===== config.mk =====
export PLATFORM = sky130hd
export DESIGN_NAME = ps2_host_port
export DESIGN_NICKNAME = d
export VERILOG_FILES = /design/src/rtl/ps2hp_pkg.sv /design/src/rtl/ps2hp_sync.sv /design/src/rtl/ps2hp_engine.sv /design/src/rtl/ps2hp_regs.sv /design/src/rtl/ps2_host_port.sv
export SDC_FILE = /design/constraint.sdc
export NUM_CORES = 1
export LEC_CHECK = 0
export CORE_MARGIN = 2
export CORE_UTILIZATION = 28
export DETAILED_ROUTE_END_ITERATION = 8
export DONT_BUFFER_PORTS = 1
export PLACE_DENSITY = 0.5
export SETUP_SLACK_MARGIN = 0.15
export SYNTH_ARGS = -nofsm -noshare
export SYNTH_HDL_FRONTEND = slang
export SYNTH_HIERARCHICAL = 1
export SYNTH_SLANG_ARGS = --single-unit

===== constraint.sdc =====
create_clock -name clk -period 2.8 [get_ports clk]
set_input_delay 0.56 -clock clk [delete_from_list [all_inputs] [get_ports clk]]
set_output_delay 0.56 -clock clk [all_outputs]
set_load 0.02 [all_outputs]

===== src/rtl/ps2hp_pkg.sv =====
package ps2hp_pkg;

    // Register addresses
    localparam logic [1:0] ADDR_CTRL = 2'd0;
    localparam logic [1:0] ADDR_STAT = 2'd1;
    localparam logic [1:0] ADDR_DATA = 2'd2;

    // Status bit positions
    localparam int ST_RDY    = 0;
    localparam int ST_RXBUSY = 1;
    localparam int ST_TXIDLE = 2;
    localparam int ST_RXERR  = 3;
    localparam int ST_TMO    = 4;
    localparam int ST_STMO   = 5;
    localparam int ST_NACK   = 6;

    // Engine states
    typedef enum logic [2:0] {
        ENG_IDLE,
        ENG_RX,
        ENG_RTS,
        ENG_TXWAIT,
        ENG_TX
    } eng_state_e;

    // Single-cycle event pulses from engine to register file
    typedef struct packed {
        logic rx_done;
        logic rx_err;
        logic tx_end;
        logic tx_tmo;
        logic tx_st_tmo;
        logic tx_nack;
    } eng_evt_t;

    function automatic logic odd_par(input logic [7:0] d);
        return ~(^d);
    endfunction

    function automatic int max3(input int a, input int b, input int c);
        int m;
        m = (a > b) ? a : b;
        return (m > c) ? m : c;
    endfunction

endpackage


===== src/rtl/ps2hp_sync.sv =====
module ps2hp_sync #(
    parameter int W = 2
) (
    input  logic         clk,
    input  logic         rst,
    input  logic [W-1:0] d,
    output logic [W-1:0] q
);
    for (genvar g = 0; g < W; g++) begin : g_bit
        logic [1:0] ff;
        always_ff @(posedge clk) begin
            if (rst) ff <= 2'b11;
            else     ff <= {ff[0], d[g]};
        end
        assign q[g] = ff[1];
    end
endmodule


===== src/rtl/ps2hp_engine.sv =====
module ps2hp_engine
    import ps2hp_pkg::*;
#(
    parameter int RTS_CYCLES = 2000,
    parameter int START_TMO  = 10000,
    parameter int FRAME_TMO  = 50000
) (
    input  logic       clk,
    input  logic       rst,
    input  logic       en,
    input  logic       tx_start,
    input  logic [7:0] tx_byte,
    input  logic       clk_s,
    input  logic       dat_s,
    output eng_evt_t   evt,
    output logic [7:0] rx_byte,
    output logic       rx_busy,
    output logic       tx_idle,
    output logic       clk_low,
    output logic       dat_low
);
    localparam int LIMIT_MAX = max3(RTS_CYCLES, START_TMO, FRAME_TMO);
    localparam int TMR_W     = $clog2(LIMIT_MAX + 1);
    localparam logic [TMR_W-1:0] RTS_LAST   = TMR_W'(RTS_CYCLES - 1);
    localparam logic [TMR_W-1:0] START_LAST = TMR_W'(START_TMO - 1);
    localparam logic [TMR_W-1:0] FRAME_LAST = TMR_W'(FRAME_TMO - 1);

    eng_state_e       state;
    logic             clk_q;
    logic             fall;
    logic [3:0]       cnt;
    logic [TMR_W-1:0] timer;
    logic [10:0]      txsh;
    logic [7:0]       rxsh;
    logic             rxpar;

    assign fall = clk_q & ~clk_s;

    always_ff @(posedge clk) begin
        if (rst) begin
            state <= ENG_IDLE;
            clk_q <= 1'b1;
            cnt   <= '0;
            timer <= '0;
            txsh  <= '1;
            rxsh  <= '0;
            rxpar <= 1'b0;
            evt   <= '0;
        end else begin
            clk_q <= clk_s;
            evt   <= '0;
            if (!en) begin
                state <= ENG_IDLE;
                cnt   <= '0;
                timer <= '0;
                txsh  <= '1;
            end else begin
                case (state)
                    ENG_IDLE: begin
                        if (tx_start) begin
                            txsh  <= {1'b1, odd_par(tx_byte), tx_byte, 1'b0};
                            timer <= '0;
                            state <= ENG_RTS;
                        end else if (fall && !dat_s) begin
                            cnt   <= 4'd1;
                            state <= ENG_RX;
                        end
                    end
                    ENG_RX: begin
                        if (fall) begin
                            cnt <= cnt + 4'd1;
                            if (cnt <= 4'd8) begin
                                rxsh <= {dat_s, rxsh[7:1]};
                            end else if (cnt == 4'd9) begin
                                rxpar <= dat_s;
                            end else begin
                                state <= ENG_IDLE;
                                cnt   <= '0;
                                if (dat_s && (^{rxpar, rxsh})) evt.rx_done <= 1'b1;
                                else                           evt.rx_err  <= 1'b1;
                            end
                        end
                    end
                    ENG_RTS: begin
                        if (timer == RTS_LAST) begin
                            timer <= '0;
                            state <= ENG_TXWAIT;
                        end else begin
                            timer <= timer + TMR_W'(1);
                        end
                    end
                    ENG_TXWAIT: begin
                        if (fall) begin
                            txsh  <= {1'b1, txsh[10:1]};
                            cnt   <= 4'd1;
                            timer <= '0;
                            state <= ENG_TX;
                        end else if (timer == START_LAST) begin
                            evt.tx_st_tmo <= 1'b1;
                            evt.tx_end    <= 1'b1;
                            txsh          <= '1;
                            state         <= ENG_IDLE;
                        end else begin
                            timer <= timer + TMR_W'(1);
                        end
                    end
                    ENG_TX: begin
                        if (timer == FRAME_LAST) begin
                            evt.tx_tmo <= 1'b1;
                            evt.tx_end <= 1'b1;
                            txsh       <= '1;
                            cnt        <= '0;
                            state      <= ENG_IDLE;
                        end else begin
                            timer <= timer + TMR_W'(1);
                            if (fall) begin
                                cnt <= cnt + 4'd1;
                                if (cnt <= 4'd9) begin
                                    txsh <= {1'b1, txsh[10:1]};
                                end else if (cnt == 4'd11) begin
                                    state       <= ENG_IDLE;
                                    cnt         <= '0;
                                    evt.tx_end  <= 1'b1;
                                    evt.tx_nack <= dat_s;
                                end
                            end
                        end
                    end
                    default: state <= ENG_IDLE;
                endcase
            end
        end
    end

    assign rx_byte = rxsh;
    assign rx_busy = (state == ENG_RX);
    assign tx_idle = !(state == ENG_RTS || state == ENG_TXWAIT || state == ENG_TX);
    assign clk_low = !en || (state == ENG_RTS);
    assign dat_low = (state == ENG_TXWAIT || state == ENG_TX) && !txsh[0];


    start_when_idle_chk: assert property (@(posedge clk) disable iff (rst)
        tx_start |-> state == ENG_IDLE);


    inhibit_idle_chk: assert property (@(posedge clk) disable iff (rst)
        !en |=> state == ENG_IDLE);


    rts_release_chk: assert property (@(posedge clk) disable iff (rst)
        (state == ENG_TXWAIT && $past(state) == ENG_RTS) |-> dat_low);

endmodule


===== src/rtl/ps2hp_regs.sv =====
module ps2hp_regs
    import ps2hp_pkg::*;
(
    input  logic       clk,
    input  logic       rst,
    input  logic       reg_wr,
    input  logic       reg_rd,
    input  logic [1:0] reg_addr,
    input  logic [7:0] reg_wdata,
    output logic [7:0] reg_rdata,
    input  eng_evt_t   evt,
    input  logic [7:0] rx_byte,
    input  logic       rx_busy,
    input  logic       tx_idle,
    output logic       en,
    output logic       tx_start,
    output logic [7:0] tx_byte,
    output logic       irq
);
    logic       dir_q;
    logic       rdy;
    logic       rxerr_f;
    logic       tmo_f;
    logic       stmo_f;
    logic       nack_f;
    logic [7:0] dbuf;
    logic       ctrl_wr;
    logic       stat_wr;
    logic       data_wr;
    logic       data_rd;

    assign ctrl_wr = reg_wr && (reg_addr == ADDR_CTRL);
    assign stat_wr = reg_wr && (reg_addr == ADDR_STAT);
    assign data_wr = reg_wr && (reg_addr == ADDR_DATA);
    assign data_rd = reg_rd && (reg_addr == ADDR_DATA);

    assign tx_start = data_wr && en && dir_q && tx_idle && !rx_busy;
    assign tx_byte  = reg_wdata;

    always_ff @(posedge clk) begin
        if (rst) begin
            en      <= 1'b0;
            dir_q   <= 1'b0;
            rdy     <= 1'b0;
            rxerr_f <= 1'b0;
            tmo_f   <= 1'b0;
            stmo_f  <= 1'b0;
            nack_f  <= 1'b0;
            dbuf    <= '0;
        end else begin
            if (ctrl_wr) begin
                en    <= reg_wdata[0];
                dir_q <= reg_wdata[1];
            end else if (evt.tx_end) begin
                dir_q <= 1'b0;
            end
            if (evt.rx_done) begin
                rdy  <= 1'b1;
                dbuf <= rx_byte;
            end else if (data_rd) begin
                rdy <= 1'b0;
            end
            rxerr_f <= evt.rx_err    | (rxerr_f & ~(stat_wr & reg_wdata[ST_RXERR]));
            tmo_f   <= evt.tx_tmo    | (tmo_f   & ~(stat_wr & reg_wdata[ST_TMO]));
            stmo_f  <= evt.tx_st_tmo | (stmo_f  & ~(stat_wr & reg_wdata[ST_STMO]));
            nack_f  <= evt.tx_nack   | (nack_f  & ~(stat_wr & reg_wdata[ST_NACK]));
        end
    end

    always_comb begin
        case (reg_addr)
            ADDR_CTRL: reg_rdata = {6'b0, dir_q, en};
            ADDR_STAT: reg_rdata = {1'b0, nack_f, stmo_f, tmo_f, rxerr_f, tx_idle, rx_busy, rdy};
            ADDR_DATA: reg_rdata = dbuf;
            default:   reg_rdata = 8'h00;
        endcase
    end

    assign irq = rdy | tmo_f | stmo_f;


    rdy_source_chk: assert property (@(posedge clk) disable iff (rst)
        $rose(rdy) |-> $past(evt.rx_done));


    read_clear_chk: assert property (@(posedge clk) disable iff (rst)
        (data_rd && !evt.rx_done) |=> !rdy);


    dir_revert_chk: assert property (@(posedge clk) disable iff (rst)
        (evt.tx_end && !ctrl_wr) |=> !dir_q);


    tmo_sticky_chk: assert property (@(posedge clk) disable iff (rst)
        (tmo_f && !(stat_wr && reg_wdata[ST_TMO])) |=> tmo_f);

endmodule


===== src/rtl/ps2_host_port.sv =====
module ps2_host_port
    import ps2hp_pkg::*;
#(
    parameter int RTS_CYCLES = 2000,
    parameter int START_TMO  = 10000,
    parameter int FRAME_TMO  = 50000
) (
    input  logic       clk,
    input  logic       rst,
    input  logic       reg_wr,
    input  logic       reg_rd,
    input  logic [1:0] reg_addr,
    input  logic [7:0] reg_wdata,
    output logic [7:0] reg_rdata,
    input  logic       ps2_clk_in,
    input  logic       ps2_dat_in,
    output logic       ps2_clk_low,
    output logic       ps2_dat_low,
    output logic       irq
);
    logic [1:0] line_s;
    eng_evt_t   evt;
    logic [7:0] rx_byte;
    logic [7:0] tx_byte;
    logic       rx_busy;
    logic       tx_idle;
    logic       en;
    logic       tx_start;

    ps2hp_sync #(.W(2)) u_sync (
        .clk (clk),
        .rst (rst),
        .d   ({ps2_dat_in, ps2_clk_in}),
        .q   (line_s)
    );

    ps2hp_engine #(
        .RTS_CYCLES (RTS_CYCLES),
        .START_TMO  (START_TMO),
        .FRAME_TMO  (FRAME_TMO)
    ) u_engine (
        .clk      (clk),
        .rst      (rst),
        .en       (en),
        .tx_start (tx_start),
        .tx_byte  (tx_byte),
        .clk_s    (line_s[0]),
        .dat_s    (line_s[1]),
        .evt      (evt),
        .rx_byte  (rx_byte),
        .rx_busy  (rx_busy),
        .tx_idle  (tx_idle),
        .clk_low  (ps2_clk_low),
        .dat_low  (ps2_dat_low)
    );

    ps2hp_regs u_regs (
        .clk       (clk),
        .rst       (rst),
        .reg_wr    (reg_wr),
        .reg_rd    (reg_rd),
        .reg_addr  (reg_addr),
        .reg_wdata (reg_wdata),
        .reg_rdata (reg_rdata),
        .evt       (evt),
        .rx_byte   (rx_byte),
        .rx_busy   (rx_busy),
        .tx_idle   (tx_idle),
        .en        (en),
        .tx_start  (tx_start),
        .tx_byte   (tx_byte),
        .irq       (irq)
    );
endmodule


==> results.json <==
{
  "outcome": "finished, final reports clean",
  "track_usage_pct": 12.7,
  "setup_ws_ns": 0.302,
  "place_congestion": 0.831,
  "nets": 414,
  "seq_power_share_pct": 43.1,
  "synthArstFlopShare_pct": 0,
  "powerDensity_mw_per_mm2": 566,
  "finalWirelength_um": 8240,
  "fmax_ghz": 0.400,
  "setup_viol": 0,
  "first_global_vias": 2692,
  "clk_latency_ns": 0.33,
  "p_leak_nw": 1.27,
  "cts_max_level": 3,
  "ios": 27,
  "max_slew_margin_pct": 31.1,
  "crit_path_frequent_cell": "nor2_1",
  "final.period_utilization_pct": 89.2,
  "synth-seq-cells": 68,
  "final.setup_skew_ns": 0.00507,
  "crit_path_max_fanout": 15,
  "ys_types": 62,
  "io_buffers": 0,
  "maxCapViolCount": 0,
  "slew_violations": 0,
  "postSynthAreaPerCell_um2": 8.84,
  "drtPass1Iterations": 4,
  "initial_core_util_pct": 29.0,
  "synth_ff_type": "dfxtp_1",
  "layout_min_cycle_time_ns": 2.50,
  "drc": 0,
  "overflow": 0,
  "antenna_left": 0,
  "finalHoldViolations": 0,
  "tritoncts": "done",
  "clk_pin_slew_ns": 0.06,
  "synth_area_mm2": 0.00351,
  "clk_path_buf_depth": 2,
  "grt_setup_unrepaired": "no",
  "critPathBufInv": 1,
  "wire_per_inst_um": 14.6,
  "cp_top_family": "simple AND/OR/NAND/NOR gates",
  "drive_above_1_share_pct": 11.1,
  "end_kind": "flip-flop",
  "p_int_mw": 1.78,
  "grt_pass1_wl_um": 13400,
  "fin_area_mm2": 0.00399,
  "worstMarginPinSlew_ns": 1.03,
  "place_ws_ns": 0.177,
  "die_y_um": 116,
  "required_ns": 3.03,
  "synth_nets": 418,
  "final_cell_mix": "66 x dfxtp_1, 53 x nor2_1, 29 x mux2i_1",
  "die_x_um": 116,
  "place_area_mm2": 0.00365,
  "grt_antenna_before_repair": 0,
  "grt_max_degree": 36,
  "worstSetupPathType": "flip-flop to flip-flop",
  "dp_hpwl_um": 5860,
  "dieArea_mm2": 0.0135,
  "fin_cells": 566,
  "cts-root-buf": "clkbuf_16",
  "start_kind": "flip-flop",
  "numCtsBuffers": 9,
  "cts.sinks": 68,
  "ys_warn_count": 6,
  "drt_first_iter_violations": 207,
  "avgViaCountPerCell": 5.01,
  "swShare_pct": 21.1,
  "antenna_cells": 0,
  "p_switching_mw": 0.477,
  "core_area_mm2": 0.0121,
  "synthCells": 397,
  "ir_worst_vdd_mv": 0.306,
  "hp-class": "primary input to flip-flop",
  "max_stage_delay_ns": 0.40,
  "ys_seq_area_share_pct": 38.8,
  "final_common_cell": "dfxtp_1",
  "pwr-share-comb_pct": 2.4,
  "cp_cell_sequence": "nor2_1 -> and2_1 -> nor2_1 -> and3_1 -> and4b_2 -> nor2_1 -> nor2_2 -> o32ai_2 -> buf_4 -> or3_1 -> xnor2_1 -> nor2b_1",
  "postCtsSetupRepairBufs": 0,
  "area.growth.synth_to_final_pct": 13.5,
  "holdWs_ns": 0.297,
  "fin_setup_tns_ns": 0,
  "dp_cells": 550,
  "synth_edf_count": 0,
  "nFillCells": 1275,
  "crit_path_top_delay_cell": "dfxtp_2",
  "rows": 40,
  "pwr-share-clk_pct": 54.5,
  "num_vias": 2834,
  "arrival_ns": 2.73
}
## metal layers
metal  routed length [µm]  up-vias  part of all wire (%)  track usage, %
met5                    0        -                     0               0
met4                  136        0                   1.7            4.60
met3                  533       13                   6.5            4.39
met2                 3630       76                    44            19.9
met1                 3940     1342                    48            16.3
li1                     -     1403                     -               -
## registers in the layout, indices dropped and copies added, names as in the netlist
name / cells
u_regs/en: 1
u_engine/rx_byte: 8
u_engine/txsh: 10
u_regs/dir_q: 1
u_engine/cnt: 4
u_engine/timer: 16
u_engine/clk_q: 1
u_engine/rxpar: 1
u_regs/rdy: 1
u_regs/rxerr_f: 1
u_regs/tmo_f: 1
u_engine/state: 3
u_regs/dbuf: 8
u_regs/stmo_f: 1
u_engine/evt: 6
u_regs/nack_f: 1
u_sync/g_bit.ff: 4
## power by group through the flow
stage	Sequential [mW]	Combinational (mW)	Clock, mW
finish	0.974	0.0537	1.23
global route	0.974	0.0595	1.32
CTS	0.974	0.0539	1.27
detailed placement	0.995	0.0537	0
global placement	0.995	0.0536	0
floorplan	0.994	0.0585	0
## cells by family after synthesis
family	after synthesis	share of synthesized area [%]
flops	68	38.8
xor+xnor	27	6.74
buf+inv	38	5.74
fa+ha+maj	5	1.78
mux	29	8.27
simple gates	161	23.9
compound gates	69	14.8
## stage by stage
stage / total power, mW / utilization, %
after CTS: 2.30 / 32.8
after global placement: 1.05 / 30.1
after global routing: 2.35 / 32.9
after floorplan: 1.05 / -
final: 2.26 / 32.9
after detailed placement: 1.05 / 30.1
## worst register-to-register path, delay by kind of cell (launching register included)
family          cells  cell delay, ns
buf+inv             1            0.20
simple gates        9            1.58
flops               1            0.40
xor+xnor            1            0.12
compound gates      1            0.10
## cell usage after synthesis, types with 2 or more instances
| master | number | area, µm² |
|---|---|---|
| a21oi_1 | 9 | 45.0 |
| nand2b_1 | 8 | 50.1 |
| a311oi_1 | 6 | 52.6 |
| o31ai_1 | 3 | 22.5 |
| inv_1 | 12 | 45.0 |
| nor3_1 | 18 | 90.1 |
| and2_1 | 3 | 18.8 |
| nand4_1 | 7 | 43.8 |
| o2bb2ai_1 | 3 | 26.3 |
| nor2b_1 | 6 | 37.5 |
| nand3b_1 | 3 | 22.5 |
| or2_1 | 5 | 31.3 |
| a32o_1 | 2 | 20.0 |
| clkbuf_1 | 7 | 26.3 |
| mux2i_1 | 29 | 290 |
| a31oi_1 | 13 | 81.3 |
| dfxtp_1 | 68 | 1360 |
| and3b_1 | 2 | 17.5 |
| nand3_1 | 10 | 50.1 |
| o21ai_0 | 5 | 25.0 |
| buf_2 | 5 | 25.0 |
| buf_4 | 12 | 90.1 |
| nand2_1 | 18 | 67.6 |
| nor3b_1 | 2 | 15.0 |
| or3_1 | 6 | 37.5 |
| and3_1 | 4 | 25.0 |
| nor2_1 | 54 | 203 |
| o21ai_1 | 5 | 25.0 |
| nor4_1 | 4 | 25.0 |
| o21bai_1 | 3 | 22.5 |
| xnor2_1 | 26 | 228 |
| a22o_1 | 5 | 43.8 |
| ha_1 | 5 | 62.6 |
## layout make-up
class / instances / area [µm²] / share of cell area, %
multi-input combinational: 291 / 1960 / 49.1
sequential: 68 / 1360 / 34.2
clock buffer: 9 / 225 / 5.65
tap: 168 / 210 / 5.27
clock inverter: 7 / 101 / 2.54
timing repair buffer: 11 / 82.6 / 2.07
inverter: 12 / 45.0 / 1.13
## repair_timing
action	in CTS	in global routing
endpoints found under the setup margin	0	15
hold buffers	0	0
gates resized for setup	0	5
endpoints found under the hold margin	0	0
## final timing paths
kind | start | to | slack, ns | cells past startpoint
worst max-delay path | u_engine/state[0] | u_engine/timer[6] | 0.30 | 12
worst min-delay path | rst | u_regs/tmo_f | 0.30 | 1
worst max register to register | u_engine/state[0] | u_engine/timer[6] | 0.30 | 12
worst min register to register | u_sync/g_bit[0].ff[0] | u_sync/g_bit[0].ff[1] | 0.41 | 1
Power figures use the tool's default switching activity.
